## config.mk

```make
export PLATFORM = sky130hd
export DESIGN_NAME = dbg_watch_unit
export DESIGN_NICKNAME = d
export VERILOG_FILES = /design/src/rtl/dbg_pkg.sv /design/src/rtl/dbg_ibrk_cmp.sv /design/src/rtl/dbg_dwatch_cmp.sv /design/src/rtl/dbg_watch_unit.sv
export SDC_FILE = /design/constraint.sdc
export NUM_CORES = 1
export LEC_CHECK = 0
export CORE_AREA = 2 2 167 209
export DETAILED_ROUTE_END_ITERATION = 10
export DIE_AREA = 0 0 169 211
export GPL_TIMING_DRIVEN = 0
export PLACE_DENSITY = 0.67
export REMOVE_ABC_BUFFERS = 1
export SETUP_SLACK_MARGIN = 0.3
export SYNTH_ARGS = -nofsm -noshare
export SYNTH_HDL_FRONTEND = slang
export SYNTH_HIERARCHICAL = 1
export SYNTH_SLANG_ARGS = --single-unit
```

## constraint.sdc

```tcl
create_clock -name clk -period 8.9 [get_ports clk]
set_clock_uncertainty 0.05 [all_clocks]
set_input_delay 2.67 -clock clk [delete_from_list [all_inputs] [get_ports clk]]
set_output_delay 2.67 -clock clk [all_outputs]
set_load 0.02 [all_outputs]
```

## src/rtl/dbg_pkg.sv

```systemverilog
package dbg_pkg;
   localparam int REG_W = 32;
   localparam int ASI_W = 8;
   localparam int SEL_W = 4;
   localparam int N_CMP = 2;
   localparam int STAT_W = 6;

   typedef enum logic [SEL_W-1:0] {
      RS_CTRL = 4'd0,
      RS_STAT = 4'd1,
      RS_IA0  = 4'd2,
      RS_IA1  = 4'd3,
      RS_DA0  = 4'd4,
      RS_DA1  = 4'd5,
      RS_VAL1 = 4'd6,
      RS_VAL2 = 4'd7
   } rsel_e;

   // control word bit positions
   localparam int C_VMASK  = 0;
   localparam int C_VCOND  = 1;
   localparam int C_TYPE   = 2;   // two bits
   localparam int C_STEP   = 4;
   localparam int C_IEN0   = 5;   // +1 for comparator 1
   localparam int C_DEN0   = 7;   // +1 for comparator 1
   localparam int C_ISUP0  = 14;  // +1 for comparator 1
   localparam int C_ASI0   = 16;  // +ASI_W for comparator 1
   localparam logic [REG_W-1:0] CTRL_MASK = 32'hFFFF_C1FF;

   // status bit positions
   localparam int S_IHIT0 = 0;
   localparam int S_STEP  = 2;
   localparam int S_DHIT0 = 4;
endpackage

```

## src/rtl/dbg_ibrk_cmp.sv

```systemverilog
module dbg_ibrk_cmp #(
   parameter int ADDR_W = 32
) (
   input  logic              clk,
   input  logic              rst_n,
   input  logic              en,
   input  logic              super_only,
   input  logic [ADDR_W-1:0] cmp_addr,
   input  logic              fetch_valid,
   input  logic [ADDR_W-1:0] fetch_addr,
   input  logic              fetch_super,
   output logic              hit
);
   logic priv_ok;

   always_comb begin
      priv_ok = !super_only || fetch_super;
      hit     = en && fetch_valid && priv_ok && (fetch_addr == cmp_addr);
   end

   // a supervisor-qualified comparator fires only on supervisor fetches
   assert_sup_qual_R4: assert property (@(posedge clk) disable iff (!rst_n)
      (hit && super_only) |-> fetch_super);
endmodule

```

## src/rtl/dbg_dwatch_cmp.sv

```systemverilog
module dbg_dwatch_cmp
   import dbg_pkg::*;
#(
   parameter int ADDR_W    = 32,
   parameter bit VALUE_CMP = 1'b1
) (
   input  logic              clk,
   input  logic              rst_n,
   input  logic              en,
   input  logic [ASI_W-1:0]  cmp_asi,
   input  logic [ADDR_W-1:0] cmp_addr,
   input  logic [1:0]        type_sel,
   input  logic              val_cond,
   input  logic              val_mask,
   input  logic [REG_W-1:0]  val1,
   input  logic [REG_W-1:0]  val2,
   input  logic              bus_valid,
   input  logic              bus_write,
   input  logic [ADDR_W-1:0] bus_addr,
   input  logic [ASI_W-1:0]  bus_asi,
   input  logic [REG_W-1:0]  bus_data,
   output logic              hit
);
   logic type_ok;
   logic value_ok;

   always_comb begin
      unique case (type_sel)
         2'b00:   type_ok = bus_valid && !bus_write;
         2'b01:   type_ok = bus_valid && bus_write;
         2'b10:   type_ok = bus_valid;
         default: type_ok = 1'b1;
      endcase
   end

   generate
      if (VALUE_CMP) begin : g_val
         always_comb begin
            if (!val_cond)
               value_ok = 1'b1;
            else if (val_mask)
               value_ok = ((bus_data ^ val1) & ~val2) == '0;
            else
               value_ok = (bus_data == val1);
         end
      end else begin : g_noval
         assign value_ok = 1'b1;
      end
   endgenerate

   assign hit = en && type_ok && value_ok &&
                (bus_addr == cmp_addr) && (bus_asi == cmp_asi);

   // load-only and store-only modes honour direction
   assert_load_only_R6: assert property (@(posedge clk) disable iff (!rst_n)
      (hit && type_sel == 2'b00) |-> (bus_valid && !bus_write));
   assert_store_only_R6: assert property (@(posedge clk) disable iff (!rst_n)
      (hit && type_sel == 2'b01) |-> (bus_valid && bus_write));
   // exact value condition
   assert_exact_value_R7: assert property (@(posedge clk) disable iff (!rst_n)
      (hit && val_cond && !val_mask && VALUE_CMP) |-> (bus_data == val1));
endmodule

```

## src/rtl/dbg_watch_unit.sv

```systemverilog
module dbg_watch_unit
   import dbg_pkg::*;
#(
   parameter int ADDR_W    = 32,
   parameter bit VALUE_CMP = 1'b1
) (
   input  logic              clk,
   input  logic              rst_n,
   input  logic [SEL_W-1:0]  reg_sel,
   input  logic              reg_we,
   input  logic [REG_W-1:0]  reg_wdata,
   output logic [REG_W-1:0]  reg_rdata,
   input  logic              fetch_valid,
   input  logic [ADDR_W-1:0] fetch_addr,
   input  logic              fetch_super,
   input  logic              step_done,
   input  logic              dbus_valid,
   input  logic              dbus_write,
   input  logic [ADDR_W-1:0] dbus_addr,
   input  logic [ASI_W-1:0]  dbus_asi,
   input  logic [REG_W-1:0]  dbus_data,
   output logic              trap_req
);
   generate
      if (ADDR_W < 2 || ADDR_W > REG_W) begin : g_bad_aw
         $error("ADDR_W must lie in 2..REG_W");
      end
      if (C_ASI0 + N_CMP * ASI_W > REG_W) begin : g_bad_asi
         $error("address-space fields do not fit the control word");
      end
   endgenerate

   logic [REG_W-1:0]  ctrl_q;
   logic [STAT_W-1:0] stat_q;
   logic [REG_W-1:0]  ia_q [N_CMP];
   logic [REG_W-1:0]  da_q [N_CMP];
   logic [REG_W-1:0]  val1_q, val2_q;
   logic [N_CMP-1:0]  ihit, dhit;
   logic              step_ev;
   logic [STAT_W-1:0] ev_vec, clr_vec;
   logic              stat_wr;

   // comparators
   generate
      for (genvar i = 0; i < N_CMP; i++) begin : g_ib
         dbg_ibrk_cmp #(.ADDR_W(ADDR_W)) u_ib (
            .clk        (clk),
            .rst_n      (rst_n),
            .en         (ctrl_q[C_IEN0 + i]),
            .super_only (ctrl_q[C_ISUP0 + i]),
            .cmp_addr   (ia_q[i][ADDR_W-1:0]),
            .fetch_valid(fetch_valid),
            .fetch_addr (fetch_addr),
            .fetch_super(fetch_super),
            .hit        (ihit[i])
         );
      end
      for (genvar i = 0; i < N_CMP; i++) begin : g_dw
         dbg_dwatch_cmp #(.ADDR_W(ADDR_W), .VALUE_CMP(VALUE_CMP)) u_dw (
            .clk       (clk),
            .rst_n     (rst_n),
            .en        (ctrl_q[C_DEN0 + i]),
            .cmp_asi   (ctrl_q[C_ASI0 + i*ASI_W +: ASI_W]),
            .cmp_addr  (da_q[i][ADDR_W-1:0]),
            .type_sel  (ctrl_q[C_TYPE +: 2]),
            .val_cond  (ctrl_q[C_VCOND]),
            .val_mask  (ctrl_q[C_VMASK]),
            .val1      (val1_q),
            .val2      (val2_q),
            .bus_valid (dbus_valid),
            .bus_write (dbus_write),
            .bus_addr  (dbus_addr),
            .bus_asi   (dbus_asi),
            .bus_data  (dbus_data),
            .hit       (dhit[i])
         );
      end
   endgenerate

   assign step_ev = ctrl_q[C_STEP] && step_done;

   always_comb begin
      ev_vec = '0;
      ev_vec[S_IHIT0 +: N_CMP] = ihit;
      ev_vec[S_STEP]           = step_ev;
      ev_vec[S_DHIT0 +: N_CMP] = dhit;
   end

   assign stat_wr = reg_we && (reg_sel == RS_STAT);
   assign clr_vec = stat_wr ? reg_wdata[STAT_W-1:0] : '0;

   // register file
   always_ff @(posedge clk) begin
      if (!rst_n) begin
         ctrl_q   <= '0;
         stat_q   <= '0;
         val1_q   <= '0;
         val2_q   <= '0;
         trap_req <= 1'b0;
         for (int k = 0; k < N_CMP; k++) begin
            ia_q[k] <= '0;
            da_q[k] <= '0;
         end
      end else begin
         stat_q   <= (stat_q & ~clr_vec) | ev_vec;
         trap_req <= |ev_vec;
         if (reg_we) begin
            unique case (reg_sel)
               RS_CTRL: ctrl_q  <= reg_wdata & CTRL_MASK;
               RS_IA0:  ia_q[0] <= reg_wdata;
               RS_IA1:  ia_q[1] <= reg_wdata;
               RS_DA0:  da_q[0] <= reg_wdata;
               RS_DA1:  da_q[1] <= reg_wdata;
               RS_VAL1: val1_q  <= reg_wdata;
               RS_VAL2: val2_q  <= reg_wdata;
               default: ;
            endcase
         end
      end
   end

   always_comb begin
      unique case (reg_sel)
         RS_CTRL: reg_rdata = ctrl_q;
         RS_STAT: reg_rdata = {{(REG_W-STAT_W){1'b0}}, stat_q};
         RS_IA0:  reg_rdata = ia_q[0];
         RS_IA1:  reg_rdata = ia_q[1];
         RS_DA0:  reg_rdata = da_q[0];
         RS_DA1:  reg_rdata = da_q[1];
         RS_VAL1: reg_rdata = val1_q;
         RS_VAL2: reg_rdata = val2_q;
         default: reg_rdata = '0;
      endcase
   end

   // a trap request always has a recorded cause and a preceding event
   assert_trap_cause_R9: assert property (@(posedge clk) disable iff (!rst_n)
      trap_req |-> (stat_q != '0));
   assert_trap_event_R9: assert property (@(posedge clk) disable iff (!rst_n)
      trap_req |-> $past(ihit != '0 || dhit != '0 || step_ev));
   // a status bit rises only if its comparator was enabled
   assert_ib_enable_R3: assert property (@(posedge clk) disable iff (!rst_n)
      $rose(stat_q[S_IHIT0]) |-> $past(ctrl_q[C_IEN0]));
   assert_dw_enable_R5: assert property (@(posedge clk) disable iff (!rst_n)
      $rose(stat_q[S_DHIT0]) |-> $past(ctrl_q[C_DEN0]));
   // step status needs the step enable
   assert_step_R8: assert property (@(posedge clk) disable iff (!rst_n)
      $rose(stat_q[S_STEP]) |-> $past(ctrl_q[C_STEP] && step_done));
   // a set bit stays set unless software clears it
   assert_sticky_R10: assert property (@(posedge clk) disable iff (!rst_n)
      (stat_q[S_DHIT0] && !clr_vec[S_DHIT0]) |=> stat_q[S_DHIT0]);
endmodule

```

==> results of run 1 <==
## where the power goes
group / switching (W) / internal (W) / leakage, nW / total (W)
logic: 0.000241 / 0.000186 / 2.75 / 0.000427
clock network: 0.000427 / 0.000559 / 0.380 / 0.000986
registers: 0.0000358 / 0.00115 / 2.02 / 0.00118
total: 0.000704 / 0.00189 / 5.15 / 0.00260
## logic make-up (layout without fill, tap and decap cells)
kind of cell    count (synthesis)  count (layout)  synth area share (%)
simple gates                  351             351                  16.4
compound gates                309             309                  13.7
flops                         226             226                  44.8
xor+xnor                      210             210                  14.2
buf+inv                        99             257                  4.21
mux                            78              78                  6.64
other cells                     0               1                     0
## placed cells by master (no fill, tap or decap), types with 28 or more instances in the layout
cell             count
a21oi_1             96
and2_1              64
clkdlybuf4s50_1    176
dfxtp_1             98
edfxtp_1           128
mux2_2              52
nand2_1             35
nand3_1            103
nand4_1             43
o21ai_0             95
o22ai_1             28
xnor2_1            146
xor2_1              64
## layout make-up
cell class                      count  area, um^2
Fill cell                        3113       17600
Clock inverter                      9        52.6
Inverter                           14        55.1
Sequential cell                   226        5810
Clock buffer                       36         717
Antenna cell                        1        2.50
Tap cell                          423         529
Timing Repair Buffer              198        2190
Multi-Input combinational cell    948        6690
## sequential cells by signal, indices dropped and copies added (netlist names)
signal,flops
trap_req,1
val1_q,32
ctrl_q,27
val2_q,32
ia_q,64
stat_q,6
da_q,64
## path summary, 6_finish.rpt
path                                            from  slack, ns                    to  depth (start not counted)
worst max-delay path                      reg_sel[0]       0.37          reg_rdata[6]                          5
worst min-delay path            stat_q[3]$_SDFF_PN0_       0.38  stat_q[3]$_SDFF_PN0_                          2
worst max register to register  da_q[0][4]$_DFFE_PP_       6.12  stat_q[4]$_SDFF_PN0_                          7
worst min register to register  stat_q[3]$_SDFF_PN0_       0.38  stat_q[3]$_SDFF_PN0_                          2
## repair_timing
item                                    4_1_cts  5_1_grt
resized for setup                             2        0
endpoints found under the setup margin       22        0
setup buffers                                 0        0
## synth_stat cells, drive strengths merged, types with 10 or more instances
master	n	share of area, %
inv	14	0.41
and2	65	3.1
o211ai	21	1.2
nor2	19	0.67
xor2	64	4.3
o22ai	28	1.4
a21oi	96	3.7
dfxtp	98	15
edfxtp	128	30
clkbuf	36	1.1
and3b	15	1.0
mux2	54	4.7
nor3b	10	0.79
a22oi	27	1.6
nor4	24	1.4
mux2i	23	1.8
buf	49	2.7
nand3	103	4.0
xnor2	146	9.9
nand2	35	1.0
o21ai	116	4.5
nor3	11	0.71
nand4	43	2.1
## through the flow
step                worst slack (ns)  instances  instance area (um^2)
finish                         0.368       1855                 16000
detailed placement            -0.406       1809                 15300
global placement               -5.63       1791                 14800
CTS                            0.438       1854                 16000
global route                   0.353       1854                 16000
floorplan                       1.65       1188                 12500
## routing by layer
metal / routed length (um) / share of wire [%] / up-vias / global-route usage (%)
li1: - / - / 5002 / -
met1: 19900 / 40 / 5582 / 34.9
met2: 24500 / 49 / 611 / 47.9
met3: 3650 / 7.3 / 113 / 2.66
met4: 2300 / 4.6 / 0 / 11.5
met5: 0 / 0 / - / 0
## critical path, stage by stage
cell and delay (ns):
buf_4 0.64, and2_4 0.64, nand2b_2 0.59, o211ai_1 0.52
clkdlybuf4s50_1 0.68
==> out/metrics.cfg, run 1 <==
[status]
status=finished, final reports clean

[worst_setup_path]
critPathKind=in -> out
cp-start-kind=input port
crit_required_ns=6.18
cp_max_fo=58
cp.arrival_ns=5.81
worstSetupEndpointType=output pin

[global_route]
grt_pass1_vias=11200
gr-total-overflow=0
antenna_found_initial=0
grt_max_degree=59
grtUsageTotal_pct=27.5
grt_pass1_wl_mm=72.3

[job]
cap_violations=0

[route]
drc_errors=0
drt-initial-drc-count=1148
avgViaCountPerCell=6.10
routedWlPerCell_um=27.1
dr_total_vias=11300
wl_mm=50.3
dr.pass1.iters=8
ant_nets=0

[logic_synthesis]
synth_cell_types=60
synthArstFlopShare_pct=0
ys_ff_latch=226
synth_edf_count=128
syn_inst=1273
synth_area_mm2=0.0130
ys_seq_area_share_pct=44.8
synth_ff_type=edfxtp_1
synth_area_per_cell_um2=10.2
yosysWarnings=6

[timing]
rsz0062_at_grt=no
slew_viol_final=0
setup_viol=0
hold_slack_ns=0.385
fmax_mhz=117
fin_tns_setup_ns=0
slew-limit-headroom_pct=6.46
post-route-period-util_pct=95.9
hold_violations=0
worst_slew_pin_slew_ns=1.40
finalCriticalPeriod_ns=8.53

[finish]
post-route-util_pct=47.7
drive_above_1_share_pct=9.92
syn_to_final_growth_pct=23.8
nets=1561

[placed_design]
place_congestion=0.944
portBuffers=180
dp_hpwl_mm=37.4

[die]
die_area_mm2=0.0357
row_count=75
die_width_um=169
ios=181
die_h_um=211
core_mm2=0.0336
start_util_pct=38.6

[clock_tree]
cts_tree=yes
numClockSinks=226
postCtsHoldBufs=0
htreeDepth=1
cts_buffer_depth=3
numCtsBuffers=25
clkLatencyLatePin_ns=0.52
root_buffer=clkbuf_16
clk_pin_slew_ns=0.06

[min_path]
hp-class=reg -> reg

[pwr]
irDropWorstVdd_mv=0.110
p_per_area_mw_per_mm2=162
leakage_nw=5.15
power_w=0.00260

No activity file was read; power rests on OpenSTA's default activity.
==> run 2, diff against run 1 <==
--- a/config.mk
+++ b/config.mk
@@ -5,9 +5,9 @@
 export SDC_FILE = /design/constraint.sdc
 export NUM_CORES = 1
 export LEC_CHECK = 0
-export CORE_AREA = 2 2 167 209
+export CORE_AREA = 5 5 170 212
 export DETAILED_ROUTE_END_ITERATION = 10
-export DIE_AREA = 0 0 169 211
+export DIE_AREA = 0 0 175 217
 export GPL_TIMING_DRIVEN = 0
 export PLACE_DENSITY = 0.67
 export REMOVE_ABC_BUFFERS = 1
==> run 2 against run 1 <==
Utilization is 0.15 points higher. Combinational power hardly changed. Maximum frequency grew 0.31%. Critical path type unchanged. Sequential cell count stayed put. Final cell count down 0.22%. Worst setup slack better by 0.026 ns.
==> out/metrics.cfg, run 2 (synthesis gave the netlist of run 1 again) <==
[route]
ant_nets=0  ; unchanged
routedWlPerCell_um=27.4  ; was 27.1 um
wl_mm=50.7  ; was 50.3 mm
drt-initial-drc-count=1362  ; was 1148
dr.pass1.iters=7  ; was 8
drc_errors=0  ; unchanged
dr_total_vias=11200  ; was 11300
avgViaCountPerCell=6.07  ; was 6.10

[worst_setup_path]
cp-start-kind=input port  ; unchanged
crit_required_ns=6.18  ; about the same
r2r_end=stat_q[5]$_SDFF_PN0_  ; was stat_q[4]$_SDFF_PN0_
path_depth=5  ; unchanged
slowest_stage=clkdlybuf4s50_1  ; unchanged
critical_path.endpoint=reg_rdata[17]  ; was reg_rdata[6]
r2r-start=da_q[0][36]$_DFFE_PP_  ; was da_q[0][4]$_DFFE_PP_
crit_chain=buf_4, and2_4, nand2b_2, o211ai_1, clkdlybuf4s50_1  ; unchanged
worstSetupEndpointType=output pin  ; unchanged
rrSetupSlack_ns=5.95  ; was 6.12 ns
critPathKind=in -> out  ; unchanged
cp.arrival_ns=5.79  ; was 5.81 ns
max_stage_delay_ns=0.68  ; about the same
crit_family=buffers and inverters  ; unchanged
cp-startpoint=reg_sel[0]  ; unchanged
reg2reg_depth=7  ; unchanged
cp_max_fo=58  ; unchanged
crit_buf_inv=2  ; unchanged

[pwr]
p_per_area_mw_per_mm2=169  ; was 162 mW/mm^2
irDropWorstVdd_mv=0.146  ; was 0.110 mV
leakage_nw=5.17  ; was 5.15 nW
power_w=0.00272  ; was 0.00260 W

[finish]
reg.largest.list=da_q x64, ia_q x64  ; unchanged
layout_commonest_cell=clkdlybuf4s50_1  ; unchanged
drive_above_1_share_pct=9.87  ; was 9.92%
syn_to_final_growth_pct=24.1  ; was 23.8%
final_cell_mix=clkdlybuf4s50_1 (176), xnor2_1 (146), edfxtp_1 (128)  ; unchanged
n_antenna_cell=0  ; was 1
final_cells=1851  ; was 1855
fin_area_mm2=0.0161  ; was 0.0160 mm^2
nets=1558  ; was 1561
fill_cells=3074  ; was 3113

[global_route]
gr-total-overflow=0  ; unchanged
grt_max_degree=59  ; unchanged
antenna_found_initial=0  ; unchanged
grt_pass1_vias=11200  ; about the same
grtUsageTotal_pct=25.6  ; was 27.5%
grt_pass1_wl_mm=73.0  ; was 72.3 mm

[clock_tree]
htreeDepth=1  ; unchanged
numClockSinks=226  ; unchanged
cts_buffer_depth=3  ; unchanged
clk_pin_slew_ns=0.06  ; about the same
root_buffer=clkbuf_16  ; unchanged
numCtsBuffers=24  ; was 25
clkLatencyLatePin_ns=0.53  ; was 0.52 ns
cts_tree=yes  ; unchanged

[die]
row_count=75  ; unchanged
start_util_pct=38.6  ; unchanged
die_width_um=175  ; was 169 um
core_mm2=0.0336  ; unchanged
ios=181  ; unchanged
die_area_mm2=0.0380  ; was 0.0357 mm^2
die_h_um=217  ; was 211 um

[placed_design]
dp_hpwl_mm=37.9  ; was 37.4 mm
place_congestion=0.945  ; was 0.944
dpl_cell_area_mm2=0.0152  ; was 0.0153 mm^2
portBuffers=180  ; unchanged
dp.cells=1807  ; was 1809

[timing]
worst_slew_pin_slew_ns=1.45  ; was 1.40 ns
hold_violations=0  ; unchanged
setup_viol=0  ; unchanged
slew_viol_final=0  ; unchanged
slew-limit-headroom_pct=3.08  ; was 6.46%
rsz0062_at_grt=no  ; unchanged
finalCriticalPeriod_ns=8.51  ; was 8.53 ns
hold_slack_ns=0.385  ; about the same
post-route-period-util_pct=95.6  ; was 95.9%
fin_tns_setup_ns=0  ; unchanged
fmax_mhz=118  ; was 117 MHz

[status]
status=finished, final reports clean  ; unchanged

[min_path]
hp-class=reg -> reg  ; unchanged

[job]
cap_violations=0  ; unchanged

==> run 2: changes by cell type in the layout (fill, tap and decap cells not counted), sizes merged <==
cell,change
inv,-1
clkinvlp,+1
bufinv,+6
clkbuf,-8
diode,-1
buf,-2
clkinv,+1
==> run 2: report_power, final <==
part,internal (W),total [W],switching [W],leakage (nW)
logic,0.000185,0.000425,0.000240,2.73
registers,0.00115,0.00118,0.0000361,2.02
clock network,0.000685,0.00112,0.000430,0.420
total,0.00202,0.00272,0.000707,5.17
==> run 2: how the worst min path moves through the flow <==
stage / to / cells after the start / start
final: stat_q[3]$_SDFF_PN0_ / 2 / stat_q[3]$_SDFF_PN0_
after global routing: stat_q[3]$_SDFF_PN0_ / 2 / stat_q[3]$_SDFF_PN0_
after CTS: stat_q[3]$_SDFF_PN0_ / 2 / stat_q[3]$_SDFF_PN0_
after detailed placement: stat_q[3]$_SDFF_PN0_ / 2 / stat_q[3]$_SDFF_PN0_
after global placement: stat_q[3]$_SDFF_PN0_ / 2 / stat_q[3]$_SDFF_PN0_
after floorplan: stat_q[3]$_SDFF_PN0_ / 2 / stat_q[3]$_SDFF_PN0_
==> run 2: layout make-up <==
| class | instances | area, um^2 | share of cell area (%) |
|---|---|---|---|
| clock buffer | 28 | 637 | 3.96 |
| inverter | 14 | 55.1 | 0.342 |
| multi-input combinational | 948 | 6690 | 41.6 |
| sequential | 226 | 5810 | 36.1 |
| tap | 423 | 529 | 3.29 |
| clock inverter | 16 | 230 | 1.43 |
| timing repair buffer | 196 | 2140 | 13.3 |
==> run 2: worst reg2reg max path: stages, from the launching register on <==
cell	delay [ns]
edfxtp_1	0.43
xor2_1	0.19
nor4_1	0.45
nand3_1	0.34
nor4_1	0.71
o311a_1	0.41
o21ai_0	0.11
a31oi_1	0.19
==> run 2: metal layers <==
| metal | GRT usage, % | vias up | share of wire, % |
|---|---|---|---|
| met2 | 43.3 | 622 | 48 |
| li1 | - | 4979 | - |
| met3 | 4.15 | 134 | 7.6 |
| met4 | 12.1 | 0 | 5.4 |
| met1 | 32.1 | 5493 | 39 |
| met5 | 0 | - | 0 |
==> run 2: stage by stage <==
step	util, %	setup WS, ns
after CTS	47.9	0.426
after detailed placement	45.3	-0.432
after global placement	44.0	-5.68
after floorplan	-	1.65
final	47.9	0.394
after global routing	47.9	0.338
==> run 2: repair_timing <==
item,CTS,global route
gates resized for setup,2,0
setup endpoints to repair,22,0
buffers inserted,0,0
hold buffers,0,0
==> run 3, diff against run 2 <==
--- a/config.mk
+++ b/config.mk
@@ -6,6 +6,7 @@
 export NUM_CORES = 1
 export LEC_CHECK = 0
 export CORE_AREA = 5 5 170 212
+export CTS_CLUSTER_SIZE = 12
 export DETAILED_ROUTE_END_ITERATION = 10
 export DIE_AREA = 0 0 175 217
 export GPL_TIMING_DRIVEN = 0
==> constraint.sdc (replaced) <==
create_clock -name clk -period 8.43 [get_ports clk]
set_clock_uncertainty 0.05 [all_clocks]
set_input_delay 2.529 -clock clk [delete_from_list [all_inputs] [get_ports clk]]
set_output_delay 2.529 -clock clk [all_outputs]
set_load 0.02 [all_outputs]
==> run 3 against run 2 <==
Non-clock buffer count is the same. Critical path depth rose by 2. Clock power is 5% lower. Power grew 1.2%. Routed wire length about the same. Sequential share of layout area increased by 0.19 points. Combinational power is 5.6% higher. Count of clock-buffer cells in the layout is 11 higher.
==> out/metrics.cfg, run 3 (synthesis gave the netlist of run 1 again) <==
[die]
die_area_mm2=0.0380  ; unchanged
ios=181  ; unchanged
die_width_um=175  ; unchanged
core_mm2=0.0336  ; unchanged
die_h_um=217  ; unchanged
row_count=75  ; unchanged
start_util_pct=38.6  ; unchanged

[clock_tree]
root_buffer=clkbuf_16  ; unchanged
numClockSinks=226  ; unchanged
postCtsHoldBufs=0  ; unchanged
clkLatencyLatePin_ns=0.53  ; about the same
cts_buffer_depth=3  ; unchanged
clk_pin_slew_ns=0.06  ; about the same
post_cts_buffers=0  ; unchanged
numCtsBuffers=24  ; unchanged
htreeDepth=1  ; unchanged
cts_tree=yes  ; unchanged

[worst_setup_path]
r2r-start=da_q[0][36]$_DFFE_PP_  ; unchanged
critical_path.endpoint=reg_rdata[6]  ; was reg_rdata[17]
cp_max_fo=44  ; was 58
cp-startpoint=reg_sel[2]  ; was reg_sel[0]
crit_required_ns=5.85  ; was 6.18 ns
max_stage_delay_ns=0.71  ; was 0.68 ns
cp-start-kind=input port  ; unchanged
r2r_end=stat_q[5]$_SDFF_PN0_  ; unchanged
cp.arrival_ns=5.30  ; was 5.79 ns
critPathKind=in -> out  ; unchanged
rrSetupSlack_ns=5.55  ; was 5.95 ns
slowest_stage=nor3b_4  ; was clkdlybuf4s50_1
worstSetupEndpointType=output pin  ; unchanged
reg2reg_depth=7  ; unchanged
crit_chain=buf_4, buf_16, nor3b_4, buf_8, a22oi_1, o211ai_1, clkdlybuf4s50_1  ; was buf_4, and2_4, nand2b_2, o211ai_1, clkdlybuf4s50_1

[timing]
hold_slack_ns=0.381  ; was 0.385 ns
hold_violations=0  ; unchanged
slew_viol_final=0  ; unchanged
post-route-period-util_pct=93.4
worst_slew_pin_slew_ns=1.44  ; was 1.45 ns
setup_viol=0  ; unchanged
finalCriticalPeriod_ns=7.88
slew-limit-headroom_pct=3.67  ; was 3.08%
rsz0062_at_grt=no  ; unchanged
fmax_mhz=127

[route]
drt-initial-drc-count=1274  ; was 1362
routedWlPerCell_um=27.4  ; about the same
wl_mm=50.7  ; about the same
dr.pass1.iters=6  ; was 7
ant_nets=0  ; unchanged
drc_errors=0  ; unchanged
dr_total_vias=11200  ; about the same
avgViaCountPerCell=6.06  ; was 6.07

[global_route]
antenna_found_initial=0  ; unchanged
grt_pass1_vias=11200  ; about the same
gr-total-overflow=0  ; unchanged
grt_pass1_wl_mm=73.3  ; was 73.0 mm
grtUsageTotal_pct=25.7  ; was 25.6%
grt_max_degree=59  ; unchanged

[pwr]
pwr-share-clk_pct=38.4  ; was 40.9%
p_per_area_mw_per_mm2=172  ; was 169 mW/mm^2
p_sw_w=0.000732  ; was 0.000707 W
internal_power_w=0.00202  ; about the same
leakage_nw=5.13  ; was 5.17 nW
power_w=0.00276  ; was 0.00272 W
irDropWorstVdd_mv=0.152  ; was 0.146 mV
seq_power_share_pct=45.3  ; was 43.4%
power.share.combinational_pct=16.3  ; was 15.6%
p_sw_share_pct=26.6  ; was 26.0%

[finish]
final_cell_mix=clkdlybuf4s50_1 (176), xnor2_1 (146), edfxtp_1 (128)  ; unchanged
layout_commonest_cell=clkdlybuf4s50_1  ; unchanged
fin_area_mm2=0.0160  ; was 0.0161 mm^2
syn_to_final_growth_pct=23.5  ; was 24.1%
nets=1558  ; unchanged
post-route-util_pct=47.6  ; was 47.9%
fill_cells=3096  ; was 3074
drive_above_1_share_pct=9.67  ; was 9.87%
reg.largest.list=da_q x64, ia_q x64  ; unchanged
final_cells=1850  ; was 1851
n_antenna_cell=0  ; unchanged

[placed_design]
place_congestion=0.945  ; unchanged
dp_hpwl_mm=37.9  ; unchanged
portBuffers=180  ; unchanged
dp.cells=1807  ; unchanged
dpl_cell_area_mm2=0.0152  ; unchanged

[status]
status=finished, final reports clean  ; unchanged

[min_path]
hp-class=reg -> reg  ; unchanged

[job]
cap_violations=0  ; unchanged

## run 3: repair_timing
action | 4_1_cts | 5_1_grt
pin swaps | 0 | 1
resized for setup | 3 | 1
endpoints found under the hold margin | 0 | 0
cloned | 0 | 0
endpoints found under the setup margin | 22 | 2
## run 3: area by class of cell
cell class / instances / area (um^2) / share of cell area (%)
timing repair buffer: 196 / 2140 / 13.4
clock buffer: 39 / 728 / 4.55
clock inverter: 4 / 43.8 / 0.274
tap: 423 / 529 / 3.31
sequential: 226 / 5810 / 36.3
multi-input combinational: 948 / 6690 / 41.8
inverter: 14 / 55.1 / 0.344
## run 3: stage by stage
step                      setup WS, ns  TNS, ns
after floorplan                   1.46        0
final                            0.553        0
after detailed placement        -0.620   -11.38
after global placement           -6.01  -845.75
after global routing             0.475        0
after CTS                        0.396        0
## run 3: power groups by stage
| stage | registers [W] | logic (W) | clock network (W) |
|---|---|---|---|
| final | 0.00125 | 0.000449 | 0.00106 |
| after global routing | 0.00125 | 0.000470 | 0.00111 |
| after CTS | 0.00125 | 0.000443 | 0.00106 |
| after detailed placement | 0.00127 | 0.000440 | 0 |
| after global placement | 0.00128 | 0.000423 | 0 |
| after floorplan | 0.00126 | 0.000194 | 0 |
## run 3: metal layers
layer	wire, um	vias up	GRT usage [%]
met4	2740	0	11.7
met3	4170	139	3.85
li1	-	4979	-
met5	0	-	0
met1	19500	5410	32.5
met2	24300	674	43.6
## run 3: how the worst min path moves through the flow
stage                                    start                    to  slack, ns  cells after the start
after floorplan           stat_q[3]$_SDFF_PN0_  stat_q[3]$_SDFF_PN0_       0.36                      2
after global placement    stat_q[3]$_SDFF_PN0_  stat_q[3]$_SDFF_PN0_       0.37                      2
after detailed placement  stat_q[3]$_SDFF_PN0_  stat_q[3]$_SDFF_PN0_       0.37                      2
after CTS                 stat_q[3]$_SDFF_PN0_  stat_q[3]$_SDFF_PN0_       0.38                      2
after global routing      stat_q[3]$_SDFF_PN0_  stat_q[3]$_SDFF_PN0_       0.41                      2
final                     stat_q[3]$_SDFF_PN0_  stat_q[3]$_SDFF_PN0_       0.38                      2
## run 3: worst max-delay path: cells and delay by family
| family | cells | cell delay (ns) |
|---|---|---|
| buffers and inverters | 4 | 1.65 |
| AND/OR/NAND/NOR | 1 | 0.71 |
| AO/OA/AOI/OAI | 2 | 0.31 |
